<file path="config.mk">
export PLATFORM = sky130hd
export DESIGN_NAME = dac_bringup_seq
export DESIGN_NICKNAME = d
export VERILOG_FILES = /design/src/rtl/dac_bringup_pkg.sv /design/src/rtl/dac_bringup_timer.sv /design/src/rtl/dac_bringup_tries.sv /design/src/rtl/dac_bringup_cmd_table.sv /design/src/rtl/dac_bringup_seq.sv
export SDC_FILE = /design/constraint.sdc
export NUM_CORES = 1
export LEC_CHECK = 0
export BUFFER_PORTS_ARGS = -buffer_cell sky130_fd_sc_hd__clkbuf_2
export CAP_MARGIN = 5
export CORE_MARGIN = 1
export CORE_UTILIZATION = 50
export DETAILED_ROUTE_END_ITERATION = 7
export PLACE_DENSITY = 0.86
export SYNTH_ARGS = -nofsm -noshare
export SYNTH_HDL_FRONTEND = slang
export SYNTH_SLANG_ARGS = --single-unit
</file>
<file path="constraint.sdc">
create_clock -name clk -period 2.17 [get_ports clk]
set_input_delay 0.217 -clock clk [delete_from_list [all_inputs] [get_ports clk]]
set_output_delay 0.217 -clock clk [all_outputs]
set_load 0.01 [all_outputs]
</file>
<file path="src/rtl/dac_bringup_pkg.sv">
package dac_bringup_pkg;

    typedef enum logic [3:0] {
        ST_PORT_CFG,
        ST_SOFT_RST,
        ST_CLK_CMV,
        ST_MU_CFG,
        ST_MU_SETTLE,
        ST_MU_POLL,
        ST_CORE_CFG,
        ST_RX_CFG,
        ST_RX_SETTLE,
        ST_RX_POLL,
        ST_UP,
        ST_FAULT
    } bring_st_e;

    typedef enum logic [1:0] {
        FS_NONE = 2'd0,
        FS_MU   = 2'd1,
        FS_RX   = 2'd2,
        FS_SPI  = 2'd3
    } fail_stage_e;

    localparam int N_STAGES = 2;

    typedef struct packed {
        logic issue;
        logic rnw;
        logic poll;
        logic settle;
        logic stage;
    } step_info_t;

    function automatic step_info_t decode_step(bring_st_e s);
        step_info_t i;
        i = '0;
        unique case (s)
            ST_PORT_CFG, ST_SOFT_RST, ST_CLK_CMV, ST_MU_CFG, ST_CORE_CFG:
                i.issue = 1'b1;
            ST_RX_CFG: begin
                i.issue = 1'b1;
                i.stage = 1'b1;
            end
            ST_MU_SETTLE: i.settle = 1'b1;
            ST_RX_SETTLE: begin
                i.settle = 1'b1;
                i.stage  = 1'b1;
            end
            ST_MU_POLL: begin
                i.issue = 1'b1;
                i.rnw   = 1'b1;
                i.poll  = 1'b1;
            end
            ST_RX_POLL: begin
                i.issue = 1'b1;
                i.rnw   = 1'b1;
                i.poll  = 1'b1;
                i.stage = 1'b1;
            end
            default: i = '0;
        endcase
        return i;
    endfunction

    function automatic bring_st_e next_step(bring_st_e s, logic bypass);
        unique case (s)
            ST_PORT_CFG:  return ST_SOFT_RST;
            ST_SOFT_RST:  return ST_CLK_CMV;
            ST_CLK_CMV:   return ST_MU_CFG;
            ST_MU_CFG:    return ST_MU_SETTLE;
            ST_MU_SETTLE: return ST_MU_POLL;
            ST_MU_POLL:   return bypass ? ST_RX_CFG : ST_CORE_CFG;
            ST_CORE_CFG:  return ST_RX_CFG;
            ST_RX_CFG:    return ST_RX_SETTLE;
            ST_RX_SETTLE: return ST_RX_POLL;
            ST_RX_POLL:   return ST_UP;
            default:      return s;
        endcase
    endfunction

    function automatic bring_st_e stage_cfg(logic stage);
        return stage ? ST_RX_CFG : ST_MU_CFG;
    endfunction

    function automatic fail_stage_e stage_fail(logic stage);
        return stage ? FS_RX : FS_MU;
    endfunction

endpackage

</file>
<file path="src/rtl/dac_bringup_timer.sv">
module dac_bringup_timer #(
    parameter int W = 8
) (
    input  logic         clk,
    input  logic         rst,
    input  logic         ld,
    input  logic [W-1:0] ld_val,
    output logic         expired
);
    logic [W-1:0] cnt;

    always_ff @(posedge clk) begin
        if (rst || ld) begin
            cnt <= ld_val;
        end else if (cnt != '0) begin
            cnt <= cnt - 1'b1;
        end
    end

    assign expired = (cnt == '0);
endmodule

</file>
<file path="src/rtl/dac_bringup_tries.sv">
module dac_bringup_tries #(
    parameter int TRIES = 3
) (
    input  logic clk,
    input  logic rst,
    input  logic bump,
    input  logic wipe,
    output logic final_try
);
    localparam int CW = $clog2(TRIES + 1);
    localparam logic [CW-1:0] LAST = CW'(TRIES - 1);

    logic [CW-1:0] fails;

    always_ff @(posedge clk) begin
        if (rst || wipe) begin
            fails <= '0;
        end else if (bump && fails != CW'(TRIES)) begin
            fails <= fails + 1'b1;
        end
    end

    assign final_try = (fails == LAST);
endmodule

</file>
<file path="src/rtl/dac_bringup_cmd_table.sv">
module dac_bringup_cmd_table
    import dac_bringup_pkg::*;
#(
    parameter int AW = 8,
    parameter int DW = 8,
    parameter logic [AW-1:0] A_PORT  = 8'h00,
    parameter logic [DW-1:0] V_PORT  = 8'h18,
    parameter logic [AW-1:0] A_SRST  = 8'h01,
    parameter logic [DW-1:0] V_SRST  = 8'h80,
    parameter logic [AW-1:0] A_CMV   = 8'h0F,
    parameter logic [DW-1:0] V_CMV   = 8'h0F,
    parameter logic [AW-1:0] A_MUCFG = 8'h26,
    parameter logic [DW-1:0] V_MUCFG = 8'h8B,
    parameter logic [AW-1:0] A_MUST  = 8'h2A,
    parameter logic [AW-1:0] A_CORE  = 8'h08,
    parameter logic [DW-1:0] V_CORE  = 8'h34,
    parameter logic [AW-1:0] A_RXCFG = 8'h10,
    parameter logic [DW-1:0] V_RXCFG = 8'h83,
    parameter logic [AW-1:0] A_RXST  = 8'h21
) (
    input  bring_st_e     step,
    output logic [AW-1:0] addr,
    output logic [DW-1:0] wdata
);
    always_comb begin
        addr  = '0;
        wdata = '0;
        unique case (step)
            ST_PORT_CFG: begin addr = A_PORT;  wdata = V_PORT;  end
            ST_SOFT_RST: begin addr = A_SRST;  wdata = V_SRST;  end
            ST_CLK_CMV:  begin addr = A_CMV;   wdata = V_CMV;   end
            ST_MU_CFG:   begin addr = A_MUCFG; wdata = V_MUCFG; end
            ST_MU_POLL:  begin addr = A_MUST;                   end
            ST_CORE_CFG: begin addr = A_CORE;  wdata = V_CORE;  end
            ST_RX_CFG:   begin addr = A_RXCFG; wdata = V_RXCFG; end
            ST_RX_POLL:  begin addr = A_RXST;                   end
            default: begin addr = '0; wdata = '0; end
        endcase
    end
endmodule

</file>
<file path="src/rtl/dac_bringup_seq.sv">
module dac_bringup_seq
    import dac_bringup_pkg::*;
#(
    parameter int AW          = 8,
    parameter int DW          = 8,
    parameter int SETTLE_CYC  = 256,
    parameter int ACK_TIMEOUT = 64,
    parameter int LOCK_TRIES  = 3,
    parameter int LOCK_BIT    = 0,
    parameter logic [AW-1:0] A_PORT  = 8'h00,
    parameter logic [DW-1:0] V_PORT  = 8'h18,
    parameter logic [AW-1:0] A_SRST  = 8'h01,
    parameter logic [DW-1:0] V_SRST  = 8'h80,
    parameter logic [AW-1:0] A_CMV   = 8'h0F,
    parameter logic [DW-1:0] V_CMV   = 8'h0F,
    parameter logic [AW-1:0] A_MUCFG = 8'h26,
    parameter logic [DW-1:0] V_MUCFG = 8'h8B,
    parameter logic [AW-1:0] A_MUST  = 8'h2A,
    parameter logic [AW-1:0] A_CORE  = 8'h08,
    parameter logic [DW-1:0] V_CORE  = 8'h34,
    parameter logic [AW-1:0] A_RXCFG = 8'h10,
    parameter logic [DW-1:0] V_RXCFG = 8'h83,
    parameter logic [AW-1:0] A_RXST  = 8'h21
) (
    input  logic          clk,
    input  logic          rst,
    input  logic          core_bypass,
    input  logic          mu_irq,
    input  logic          rx_irq,
    output logic          spi_req,
    output logic          spi_rnw,
    output logic [AW-1:0] spi_addr,
    output logic [DW-1:0] spi_wdata,
    input  logic          spi_ack,
    input  logic [DW-1:0] spi_rdata,
    output logic          seq_done,
    output logic          seq_err,
    output logic [1:0]    fail_stage
);
    localparam int SW = $clog2(SETTLE_CYC + 1);
    localparam int TW = $clog2(ACK_TIMEOUT + 1);
    localparam logic [SW-1:0] SETTLE_LD = SW'(SETTLE_CYC - 1);
    localparam logic [TW-1:0] ACK_LD    = TW'(ACK_TIMEOUT - 1);

    bring_st_e   st, nxt;
    fail_stage_e fail_q, nxt_fail;
    step_info_t  si;
    logic        err_q, done_q;
    logic        retime, settle_done, ack_expired;
    logic        lock_now, lock_pass, lock_miss;
    logic [N_STAGES-1:0] irq_in, irq_seen, last_try;

    assign si     = decode_step(st);
    assign irq_in = {rx_irq, mu_irq};
    assign retime = (nxt != st);

    // Stage lock is the polled bit or an interrupt seen in the stage window
    assign lock_now = spi_rdata[LOCK_BIT] | irq_seen[si.stage] | irq_in[si.stage];

    dac_bringup_cmd_table #(
        .AW(AW), .DW(DW),
        .A_PORT(A_PORT), .V_PORT(V_PORT), .A_SRST(A_SRST), .V_SRST(V_SRST),
        .A_CMV(A_CMV), .V_CMV(V_CMV), .A_MUCFG(A_MUCFG), .V_MUCFG(V_MUCFG),
        .A_MUST(A_MUST), .A_CORE(A_CORE), .V_CORE(V_CORE),
        .A_RXCFG(A_RXCFG), .V_RXCFG(V_RXCFG), .A_RXST(A_RXST)
    ) u_table (
        .step  (st),
        .addr  (spi_addr),
        .wdata (spi_wdata)
    );

    dac_bringup_timer #(.W(SW)) u_settle (
        .clk     (clk),
        .rst     (rst),
        .ld      (retime),
        .ld_val  (SETTLE_LD),
        .expired (settle_done)
    );

    dac_bringup_timer #(.W(TW)) u_acktmo (
        .clk     (clk),
        .rst     (rst),
        .ld      (retime),
        .ld_val  (ACK_LD),
        .expired (ack_expired)
    );

    for (genvar g = 0; g < N_STAGES; g++) begin : g_stage
        logic at_poll, in_window, at_cfg;

        assign at_poll   = si.poll && (si.stage == 1'(g));
        assign in_window = (si.settle || si.poll) && (si.stage == 1'(g));
        assign at_cfg    = (st == stage_cfg(1'(g)));

        dac_bringup_tries #(.TRIES(LOCK_TRIES)) u_tries (
            .clk       (clk),
            .rst       (rst),
            .bump      (at_poll && lock_miss),
            .wipe      (at_poll && lock_pass),
            .final_try (last_try[g])
        );

        always_ff @(posedge clk) begin
            if (rst || at_cfg) begin
                irq_seen[g] <= 1'b0;
            end else if (irq_in[g] && in_window) begin
                irq_seen[g] <= 1'b1;
            end
        end
    end

    always_comb begin
        nxt       = st;
        nxt_fail  = FS_NONE;
        lock_pass = 1'b0;
        lock_miss = 1'b0;
        if (si.issue) begin
            if (spi_ack) begin
                if (si.poll) begin
                    if (lock_now) begin
                        lock_pass = 1'b1;
                        nxt       = next_step(st, core_bypass);
                    end else begin
                        lock_miss = 1'b1;
                        if (last_try[si.stage]) begin
                            nxt      = ST_FAULT;
                            nxt_fail = stage_fail(si.stage);
                        end else begin
                            nxt = stage_cfg(si.stage);
                        end
                    end
                end else begin
                    nxt = next_step(st, core_bypass);
                end
            end else if (ack_expired) begin
                nxt      = ST_FAULT;
                nxt_fail = FS_SPI;
            end
        end else if (si.settle && settle_done) begin
            nxt = next_step(st, core_bypass);
        end
    end

    always_ff @(posedge clk) begin
        if (rst) begin
            st     <= ST_PORT_CFG;
            fail_q <= FS_NONE;
            err_q  <= 1'b0;
            done_q <= 1'b0;
        end else begin
            st     <= nxt;
            done_q <= (nxt == ST_UP) && (st != ST_UP);
            if (nxt == ST_FAULT && st != ST_FAULT) begin
                err_q  <= 1'b1;
                fail_q <= nxt_fail;
            end
        end
    end

    assign spi_req    = si.issue;
    assign spi_rnw    = si.rnw;
    assign seq_done   = done_q;
    assign seq_err    = err_q;
    assign fail_stage = fail_q;
endmodule

</file>
==> results of run 1 <==
[power by group through the flow]
| stage | registers [mW] | logic [mW] | clock network [mW] |
|---|---|---|---|
| final | 0.594 | 0.557 | 0.452 |
| after detailed placement | 0.601 | 0.447 | 0 |
| after global placement | 0.600 | 0.437 | 0 |
| after CTS | 0.593 | 0.489 | 0.455 |
| after global routing | 0.596 | 0.595 | 0.477 |
| after floorplan | 0.600 | 0.272 | 0 |
[final timing paths]
kind	to	startpoint	slack (ps)
setup / recovery	g_stage[1].u_tries.fails[0]	st[2]	-80
hold reg to reg	seq_err	seq_err	480
setup reg to reg	g_stage[1].u_tries.fails[0]	st[2]	-80
hold / removal	irq_seen[1]	rx_irq	250
[repair_timing]
action | CTS | global route
setup buffers | 7 | 5
endpoints found under the setup margin | 22 | 24
resized for setup | 28 | 24
pin swaps | 15 | 17
[layout make-up]
type	instances	area, um2	area share (%)
multi-input combinational	177	1311	49.04
sequential	30	615.6	23.02
timing repair buffer	79	561.8	21.01
clock buffer	6	82.58	3.088
tap	46	57.56	2.153
inverter	12	45.04	1.685
[flip-flops by register name, summed over array words and instances (netlist names)]
| signal | count |
|---|---|
| seq_done | 1 |
| fail_stage | 2 |
| g_stage.u_tries.fails | 4 |
| st | 4 |
| irq_seen | 2 |
| seq_err | 1 |
| u_acktmo.cnt | 7 |
| u_settle.cnt | 9 |
[critical path, delay by kind of cell (launching register included)]
| kind | cells | cell delay, ps |
|---|---|---|
| AO/OA/AOI/OAI | 3 | 400 |
| buffers and inverters | 2 | 290 |
| AND/OR/NAND/NOR | 4 | 1040 |
| flip-flops | 1 | 370 |
[per-layer routing]
layer / vias to the layer above / part of all wire [%]
met3: 28 / 9.1
met4: 0 / 4.5
li1: 985 / -
met5: - / 0
met1: 996 / 39
met2: 142 / 48
[cell usage in the layout (no fill, tap or decap), types with 5 or more instances in the layout]
cell and count:
buf_4 48, buf_6 5, dfxtp_1 24, inv_1 10, nor2_1 25, nor3_1 16
xnor2_1 9, nand3_1 10, clkbuf_2 25, o211ai_1 6, nand2_1 16, a21oi_1 8
clkbuf_8 6
[cells by family (layout without fill, tap and decap cells)]
kind of cell	count (synthesis)	count (layout)
flip-flops	30	30
multiplexers	2	2
adder cells (fa/ha/maj)	4	4
XOR/XNOR	13	13
other	1	3
AND/OR/NAND/NOR	109	109
buffers and inverters	27	97
AO/OA/AOI/OAI	46	46
[per-stage QoR]
stage               hold WS [ps]  setup TNS [ps]  area, um2
CTS                        246.5          -206.5       2524
detailed placement         467.9           -1351       2305
floorplan                  335.4          -184.0       1892
global placement           472.3          -669.3       2305
global route               260.3           -1735       2674
finish                     249.7          -380.2       2674
==> results_dict.tcl, run 1 <==
set metrics [dict create \
    wire_per_inst_um 16.81 \
    internal_power_mw 1.071 \
    wl_mm 5.884 \
    maxCapViolCount 0 \
    crit_fanout 8 \
    viasPerCell 6.146 \
    met1_usage_pct 35.27 \
    hold_path_depth 3 \
    grtUsageTotal_pct 30.29 \
    drtIter0Drc 258 \
    tightestPinTransition_ps 539.0 \
    synthAdderAreaFrac_pct 2.685 \
    grt_most_used_layer "met2" \
    critPathSlowestCell "or4_4" \
    die_x_um 63.06 \
    dp_slack_ps -128.7 \
    synth-seq-cells 30 \
    fin_crit_sh_pct 103.6 \
    first_pass_iters 5 \
    dp_hpwl_mm 3.432 \
    synth_compound_area_share_pct 17.58 \
    ant_nets 0 \
    grt_pass1_wl_mm 9.218 \
    holdCritPathClass "input port to flop" \
    pwr-share-comb_pct 34.8 \
    clk_path_buf_depth 2 \
    fin_util_pct 77.68 \
    grt_start_max_net_pins 18 \
    setup.worst_path.start_class "flop" \
    ys_async_sr_fraction_pct 0 \
    netlist.area_leader.share_pct 32.21 \
    skew_ps 14.35 \
    grt_pass1_vias 2036 \
    finalHoldViolations 0 \
    power_switching_mw 0.5319 \
    rows 21 \
    power_density_nw_per_um2 599.6 \
    fin_ws_ps -77.53 \
    grtUsageMet2_pct 49.33 \
    setup_viol 8 \
    die-area_um2 3977 \
    path_cells "buf_4 > buf_6 > nor3_2 > a21oi_1 > o21ai_0 > o21ai_1 > or4_4 > nor4b_4 > nor3_1" \
    cts_buffers 5 \
    synth_top_family_by_area "simple AND/OR/NAND/NOR gates" \
    ir_drop_mv 0.4788 \
    num_vias 2151 \
    required_ps 2320 \
    final_cells 350 \
    max_stage_delay_ps 480 \
    place.gp.congestion 0.9388 \
    port_buffers 25 \
    cts_tree "yes" \
    rsz0062_at_grt "yes" \
    syn2layout_area_growth_pct 43.42 \
    run_status "finished, violations left" \
    min_period_ps 2248 \
    clkTransAtPathRegs_ps 70 \
    drc 0 \
    yosysWarnings 0 \
    end_kind "flop" \
    fill_cells 214 \
    clock-root-buffer "clkbuf_8" \
    max_slew_margin_pct 63.60 \
    worstSetupPathType "flop to flop" \
    htreeDepth 2 \
    synth_cells 232 \
    ys.flop_type "dfxtp_1" \
    antenna_found_initial 0 \
    antennaDiodeCount 0 \
    cts.sink_count 30 \
    worstSkewPairLatency_ps 300 \
    synth-simple-area-share_pct 32.82 \
    clockPowerShare_pct 28.2 \
    yosys.area.top_type "dfxtp_1" \
    netlist_area_um2 1864 \
    synth_edf_count 0 \
    initial_utilization_pct 54.16 \
    violations "setup timing" \
    dpl.cell_count 332 \
    synthMuxAreaShare_pct 1.074 \
    seq_area_frac_synth_pct 32.21 \
    netlist_top_cells_area "dfxtp_1 32%, nor3_1 5.4%, nor2_1 5.2%" \
    drive_above_1_share_pct 42.11 \
    synthXorXnorAreaFrac_pct 6.107 \
    crit_arrival_ps 2400 \
    cellLeakagePower_nw 1.117 \
    fmax_mhz 444.9 \
    num_io_pins 36 \
    total_power_mw 1.603 \
    grtUsageMet3_pct 7.065 \
    drv_slew 0 \
    avgSynthCellArea_um2 8.036 \
    synth.most_common_cell "dfxtp_1" \
    power_frac_seq_pct 37.1 \
    core_um2 3442 \
    r2r_cells 9 \
    die_h_um 63.06 \
    nNetsFinal 323 \
    globalRouteOverflowTotal 0 \
    cts_hold_buf 0 \
    synth_cell_type_count 54 \
    switching_share_pct 33.18 \
    synthTopCellsByCount "30 x dfxtp_1, 26 x nor2_1, 20 x nor3_1" \
]
Power figures use the tool's default switching activity.
==> run 2: changes to the inputs <==
--- a/config.mk
+++ b/config.mk
@@ -5,12 +5,15 @@
 export SDC_FILE = /design/constraint.sdc
 export NUM_CORES = 1
 export LEC_CHECK = 0
+export ABC_AREA = 1
 export BUFFER_PORTS_ARGS = -buffer_cell sky130_fd_sc_hd__clkbuf_2
 export CAP_MARGIN = 5
 export CORE_MARGIN = 1
 export CORE_UTILIZATION = 50
+export CTS_CLUSTER_SIZE = 20
 export DETAILED_ROUTE_END_ITERATION = 7
 export PLACE_DENSITY = 0.86
+export SETUP_SLACK_MARGIN = 0.1
 export SYNTH_ARGS = -nofsm -noshare
 export SYNTH_HDL_FRONTEND = slang
 export SYNTH_SLANG_ARGS = --single-unit
==> results_dict.tcl, run 2 <==
set metrics [dict create \
    run_status "finished, final reports clean" \
    netlist_area_um2 1966 \
    drc 0 \
    clock-root-buffer "clkbuf_8" \
    path_cells "inv_2 > ha_4 > nand2_4 > nor2_4 > inv_2 > or2_4 > o21ai_2 > nand2_2 > buf_6 > nand2_1 > nand2_1 > nand3_2 > nor2_4 > nand2_4 > inv_4 > buf_4 > nand2_2" \
    hold_end "seq_err" \
    rrSetupSlack_ps 70 \
    seq_area_frac_synth_pct 30.55 \
    synth-simple-area-share_pct 43.79 \
    cts.sink_count 30 \
    pwr-share-comb_pct 61.0 \
    clkTransAtPathRegs_ps 70 \
    grt_pass1_vias 1857 \
    internal_power_mw 1.665 \
    htreeDepth 2 \
    drtIter0Drc 102 \
    final_common_cell "nand2_1" \
    switching_share_pct 47.31 \
    synth_top_family_by_area "simple AND/OR/NAND/NOR gates" \
    fill_cells 279 \
    synth-seq-cells 30 \
    rows 22 \
    r2r_cells 17 \
    num_io_pins 36 \
    worstSkewPairLatency_ps 300 \
    rsz0062_at_grt "yes" \
    netlist.area_leader.share_pct 30.55 \
    synth.most_common_cell "nand2_1" \
    synth_cell_type_count 36 \
    required_ps 2410 \
    nNetsFinal 374 \
    viasPerCell 5.304 \
    grt_start_max_net_pins 12 \
    initial_utilization_pct 52.90 \
    num_vias 2148 \
    fmax_mhz 475.9 \
    yosys.area.top_type "dfxtp_1" \
    port_buffers 25 \
    crit_fanout 4 \
    hold_path_depth 2 \
    holdCritPathClass "input port to flop" \
    netlist_top_cells_area "dfxtp_1 31%, nand2_1 14%, inv_1 7.1%" \
    fin_ws_ps 68.71 \
    grt_pass1_wl_mm 8.197 \
    die_h_um 64.70 \
    antennaDiodeCount 0 \
    dpl.cell_count 380 \
    setup_viol 0 \
    synthXorXnorAreaFrac_pct 2.673 \
    reg2reg_from "u_settle.cnt[1]" \
    power_density_nw_per_um2 1205 \
    crit_arrival_ps 2340 \
    globalRouteOverflowTotal 0 \
    avgSynthCellArea_um2 6.641 \
    fin_crit_sh_pct 96.83 \
    critPathSlowestCell "dfxtp_2" \
    cts_buffers 5 \
    synth_cells 296 \
    syn2layout_area_growth_pct 33.42 \
    die_x_um 64.70 \
    max_stage_delay_ps 340 \
    drv_slew 0 \
    final_cell_mix "63 x nand2_1, 32 x inv_1, 30 x buf_4" \
    largest_reg_flops 9 \
    cts_tree "yes" \
    synth_edf_count 0 \
    path_buf_inv 5 \
    clockPowerShare_pct 16.0 \
    synthMuxAreaShare_pct 0 \
    worstSetupPathType "flop to flop" \
    finalHoldViolations 0 \
    core_um2 3716 \
    power_switching_mw 1.494 \
    drive_above_1_share_pct 42.30 \
    timing.rr.end "u_acktmo.cnt[0]" \
    ys.flop_type "dfxtp_1" \
    dp_hpwl_mm 3.668 \
    wl_mm 5.916 \
    reg.largest.list "u_settle.cnt: 9 flops, u_acktmo.cnt: 7 flops" \
    synth_compound_area_share_pct 8.020 \
    maxCapViolCount 0 \
    first_pass_iters 6 \
    min_period_ps 2101 \
    skew_ps 4.361 \
    worstHoldStart "rst" \
    place.gp.congestion 0.9375 \
    clk_path_buf_depth 2 \
    ir_drop_mv 0.5859 \
    cellLeakagePower_nw 1.357 \
    antenna_found_initial 0 \
    setup.worst_path.start_class "flop" \
    end_kind "flop" \
    ys_async_sr_fraction_pct 0 \
    die-area_um2 4186 \
    wire_per_inst_um 14.61 \
    synthTopCellsByCount "73 x nand2_1, 37 x inv_1, 31 x nor2_1" \
    power_frac_seq_pct 23.0 \
    grtUsageTotal_pct 25.65 \
    regMostFlops "u_settle.cnt" \
    crit_family "simple AND/OR/NAND/NOR gates" \
    dp_slack_ps 0.3282 \
    yosysWarnings 0 \
    ant_nets 0 \
    final_cells 405 \
    synthAdderAreaFrac_pct 2.546 \
]
==> run 2: worst max path at each step <==
stage / start / to / slack [ps] / depth (start not counted)
global placement: st[1] / u_acktmo.cnt[2] / 110 / 18
global route: u_settle.cnt[2] / u_acktmo.cnt[1] / -50 / 16
detailed placement: u_settle.cnt[0] / u_acktmo.cnt[2] / 0.3 / 15
finish: u_settle.cnt[1] / u_acktmo.cnt[0] / 70 / 17
floorplan: u_settle.cnt[0] / u_acktmo.cnt[2] / 140 / 16
CTS: u_settle.cnt[0] / u_settle.cnt[3] / 100 / 15
==> run 2: per-stage QoR <==
stage          total power, mW  setup TNS [ps]  cell area, um2  utilization [%]  hold WS, ps
3_3_place_gp             2.123               0            2222            59.80        424.9
5_1_grt                  3.345          -484.1            2623            70.57        243.3
6_report                 3.159               0            2623            70.57        223.6
4_1_cts                  2.682               0            2335            62.83        226.5
3_5_place_dp             2.158               0            2222            59.80        439.5
2_1_floorplan            1.750               0            1973                -        408.7
==> run 2: area by class of cell <==
class | count | area [um2] | share of cell area (%)
clock inverter | 2 | 12.51 | 0.4771
tap | 48 | 60.06 | 2.290
sequential | 30 | 619.3 | 23.62
multi-input combinational | 214 | 1267 | 48.33
clock buffer | 6 | 82.58 | 3.149
timing repair buffer | 60 | 406.6 | 15.51
inverter | 45 | 173.9 | 6.632
==> run 2: power by group through the flow <==
stage / logic [mW] / registers, mW / clock network (mW)
global route: 2.09 / 0.736 / 0.524
floorplan: 1.07 / 0.681 / 0
global placement: 1.42 / 0.702 / 0
finish: 1.93 / 0.727 / 0.504
CTS: 1.49 / 0.693 / 0.500
detailed placement: 1.45 / 0.704 / 0
==> run 2: what timing repair did <==
action / CTS / global route
setup endpoints to repair: 17 / 24
gates resized for setup: 7 / 56
hold buffers: 0 / 0
hold endpoints to repair: 0 / 0
setup buffers: 1 / 16
pin swaps: 2 / 17
==> run 2: metal layers <==
metal  wire (um)  up-vias  track usage, %
li1            -     1043               -
met1        2339      986           30.89
met2        2935       93           43.62
met3         344       26           6.162
met4         297        0           9.722
met5           0        -               0
==> run 2: cell families (layout without fill, tap and decap cells) <==
group	count (synthesis)	after routing
adder cells (fa/ha/maj)	4	4
XOR/XNOR	6	6
other	1	3
AND/OR/NAND/NOR	173	173
AO/OA/AOI/OAI	28	28
flip-flops	30	30
buffers and inverters	54	113
==> run 3: changes to the inputs <==
--- a/config.mk
+++ b/config.mk
@@ -5,14 +5,13 @@
 export SDC_FILE = /design/constraint.sdc
 export NUM_CORES = 1
 export LEC_CHECK = 0
-export ABC_AREA = 1
 export BUFFER_PORTS_ARGS = -buffer_cell sky130_fd_sc_hd__clkbuf_2
 export CAP_MARGIN = 5
 export CORE_MARGIN = 1
-export CORE_UTILIZATION = 50
+export CORE_UTILIZATION = 55
 export CTS_CLUSTER_SIZE = 20
 export DETAILED_ROUTE_END_ITERATION = 7
-export PLACE_DENSITY = 0.86
+export PLACE_DENSITY = 0.89
 export SETUP_SLACK_MARGIN = 0.1
 export SYNTH_ARGS = -nofsm -noshare
 export SYNTH_HDL_FRONTEND = slang
==> constraint.sdc (replaced) <==
create_clock -name clk -period 2.2 [get_ports clk]
set_input_delay 0.22 -clock clk [delete_from_list [all_inputs] [get_ports clk]]
set_output_delay 0.22 -clock clk [all_outputs]
set_load 0.01 [all_outputs]
==> results_dict.tcl, run 3 (same netlist as run 1, synthesis figures left out) <==
set metrics [dict create \
    maxCapViolCount 0 \
    clock-root-buffer "clkbuf_4" \
    required_ps 2430 \
    antenna_found_initial 0 \
    power_switching_mw 0.5168 \
    drive_above_1_share_pct 36.88 \
    num_vias 2150 \
    place.gp.congestion 0.9073 \
    end_kind "flop" \
    worstSetupPathType "flop to flop" \
    finalHoldViolations 0 \
    rows 20 \
    wire_per_inst_um 17.49 \
    fin_ws_ps -149.0 \
    tightestPinTransition_ps 593.2 \
    initial_utilization_pct 59.60 \
    drv_slew 0 \
    die-area_um2 3626 \
    cts_tree "yes" \
    max_slew_margin_pct 60.28 \
    reg.largest.list "u_settle.cnt: 9 flops, u_acktmo.cnt: 7 flops" \
    crit_arrival_ps 2580 \
    die_h_um 60.22 \
    syn2layout_area_growth_pct 34.70 \
    worstSkewPairLatency_ps 350 \
    ant_nets 0 \
    regMostFlops "u_settle.cnt" \
    clkTransAtPathRegs_ps 100 \
    rsz0062_at_grt "yes" \
    largest_reg_flops 9 \
    fill_cells 181 \
    dp_hpwl_mm 3.503 \
    critPathSlowestCell "nor3_1" \
    core_um2 3128 \
    path_buf_inv 0 \
    final_cell_mix "46 x buf_4, 27 x dfxtp_1, 26 x nor2_1" \
    antennaDiodeCount 0 \
    cts_hold_buf 0 \
    run_status "finished, violations left" \
    nNetsFinal 318 \
    crit_fanout 5 \
    clk_path_buf_depth 2 \
    grt_pass1_vias 1870 \
    ir_drop_mv 0.5155 \
    clockPowerShare_pct 24.8 \
    internal_power_mw 0.9559 \
    final_common_cell "buf_4" \
    cts_buffers 5 \
    total_power_mw 1.473 \
    min_period_ps 2349 \
    drtIter0Drc 250 \
    setup.worst_path.start_class "flop" \
    die_x_um 60.22 \
    grtUsageTotal_pct 35.10 \
    fin_crit_sh_pct 106.8 \
    pwr-share-comb_pct 35.4 \
    path_cells "nor3_1 > nand4b_1 > nor4_1 > a41oi_1 > o221a_2 > nor4_4 > o32ai_2" \
    placed_area_um2 2290 \
    power_frac_seq_pct 39.7 \
    max_stage_delay_ps 380 \
    skew_ps 8.110 \
    cts.sink_count 30 \
    wl_mm 6.034 \
    power_density_nw_per_um2 586.5 \
    switching_share_pct 35.09 \
    violations "setup timing" \
    cellLeakagePower_nw 1.083 \
    crit_family "simple AND/OR/NAND/NOR gates" \
    port_buffers 25 \
    htreeDepth 2 \
    setup_tns_ps -2163 \
    final_cell_area_um2 2511 \
    drc 0 \
    globalRouteOverflowTotal 0 \
    num_io_pins 36 \
    viasPerCell 6.232 \
    grt_start_max_net_pins 18 \
    fmax_mhz 425.7 \
    setup_viol 23 \
    first_pass_iters 5 \
    holdCritPathClass "input port to flop" \
    grt_pass1_wl_mm 9.080 \
]
-- run 3: path summary, 6_finish.rpt --
path,start,endpoint,slack (ps),depth (start not counted)
worst min-delay path,rx_irq,irq_seen[1],160,3
worst max register to register,u_settle.cnt[2],fail_stage[1],-150,7
worst max-delay path,u_settle.cnt[2],fail_stage[1],-150,7
worst min register to register,fail_stage[1],fail_stage[1],500,2
-- run 3: layout make-up --
class / count / area (um2) / share of cell area (%)
multi-input combinational: 177 / 1231 / 49.03
sequential: 30 / 611.8 / 24.36
timing repair buffer: 74 / 504.2 / 20.08
tap: 44 / 55.05 / 2.192
clock buffer: 6 / 51.30 / 2.043
inverter: 12 / 45.04 / 1.794
clock inverter: 2 / 12.51 / 0.4983
-- run 3: power groups by stage --
stage / Sequential [mW] / Clock (mW) / Combinational [mW]
finish: 0.585 / 0.366 / 0.522
CTS: 0.581 / 0.368 / 0.482
global placement: 0.590 / 0 / 0.427
global route: 0.586 / 0.399 / 0.563
detailed placement: 0.592 / 0 / 0.438
floorplan: 0.592 / 0 / 0.268
-- run 3: metal layers --
| layer | vias to the layer above | track usage, % | share of wire [%] | wire (um) |
|---|---|---|---|---|
| li1 | 974 | - | - | - |
| met4 | 0 | 17.94 | 6.2 | 372 |
| met2 | 152 | 56.67 | 46 | 2775 |
| met5 | - | 0 | 0 | 0 |
| met3 | 49 | 8.009 | 8.8 | 531 |
| met1 | 975 | 43.18 | 39 | 2355 |
-- run 3: worst register-to-register path, delay by kind of cell (launching register included) --
| family | cells | cell delay, ps |
|---|---|---|
| AOI/OAI and AO/OA | 3 | 460 |
| DFF | 1 | 360 |
| and+or+nand+nor | 4 | 1420 |
-- run 3: through the flow --
step,utilization (%),hold slack [ps],cells,setup slack (ps)
after floorplan,-,338.4,234,-5.250
after global placement,73.20,474.8,330,-35.95
after detailed placement,73.20,484.2,330,-126.6
after CTS,79.12,155.2,343,-12.47
after global routing,80.28,233.1,345,-273.2
final,80.28,158.9,345,-149.0
-- run 3: repair_timing --
item / CTS / global route
pin swaps: 8 / 3
buffers inserted: 5 / 2
gates resized for setup: 21 / 7
setup endpoints to repair: 24 / 26
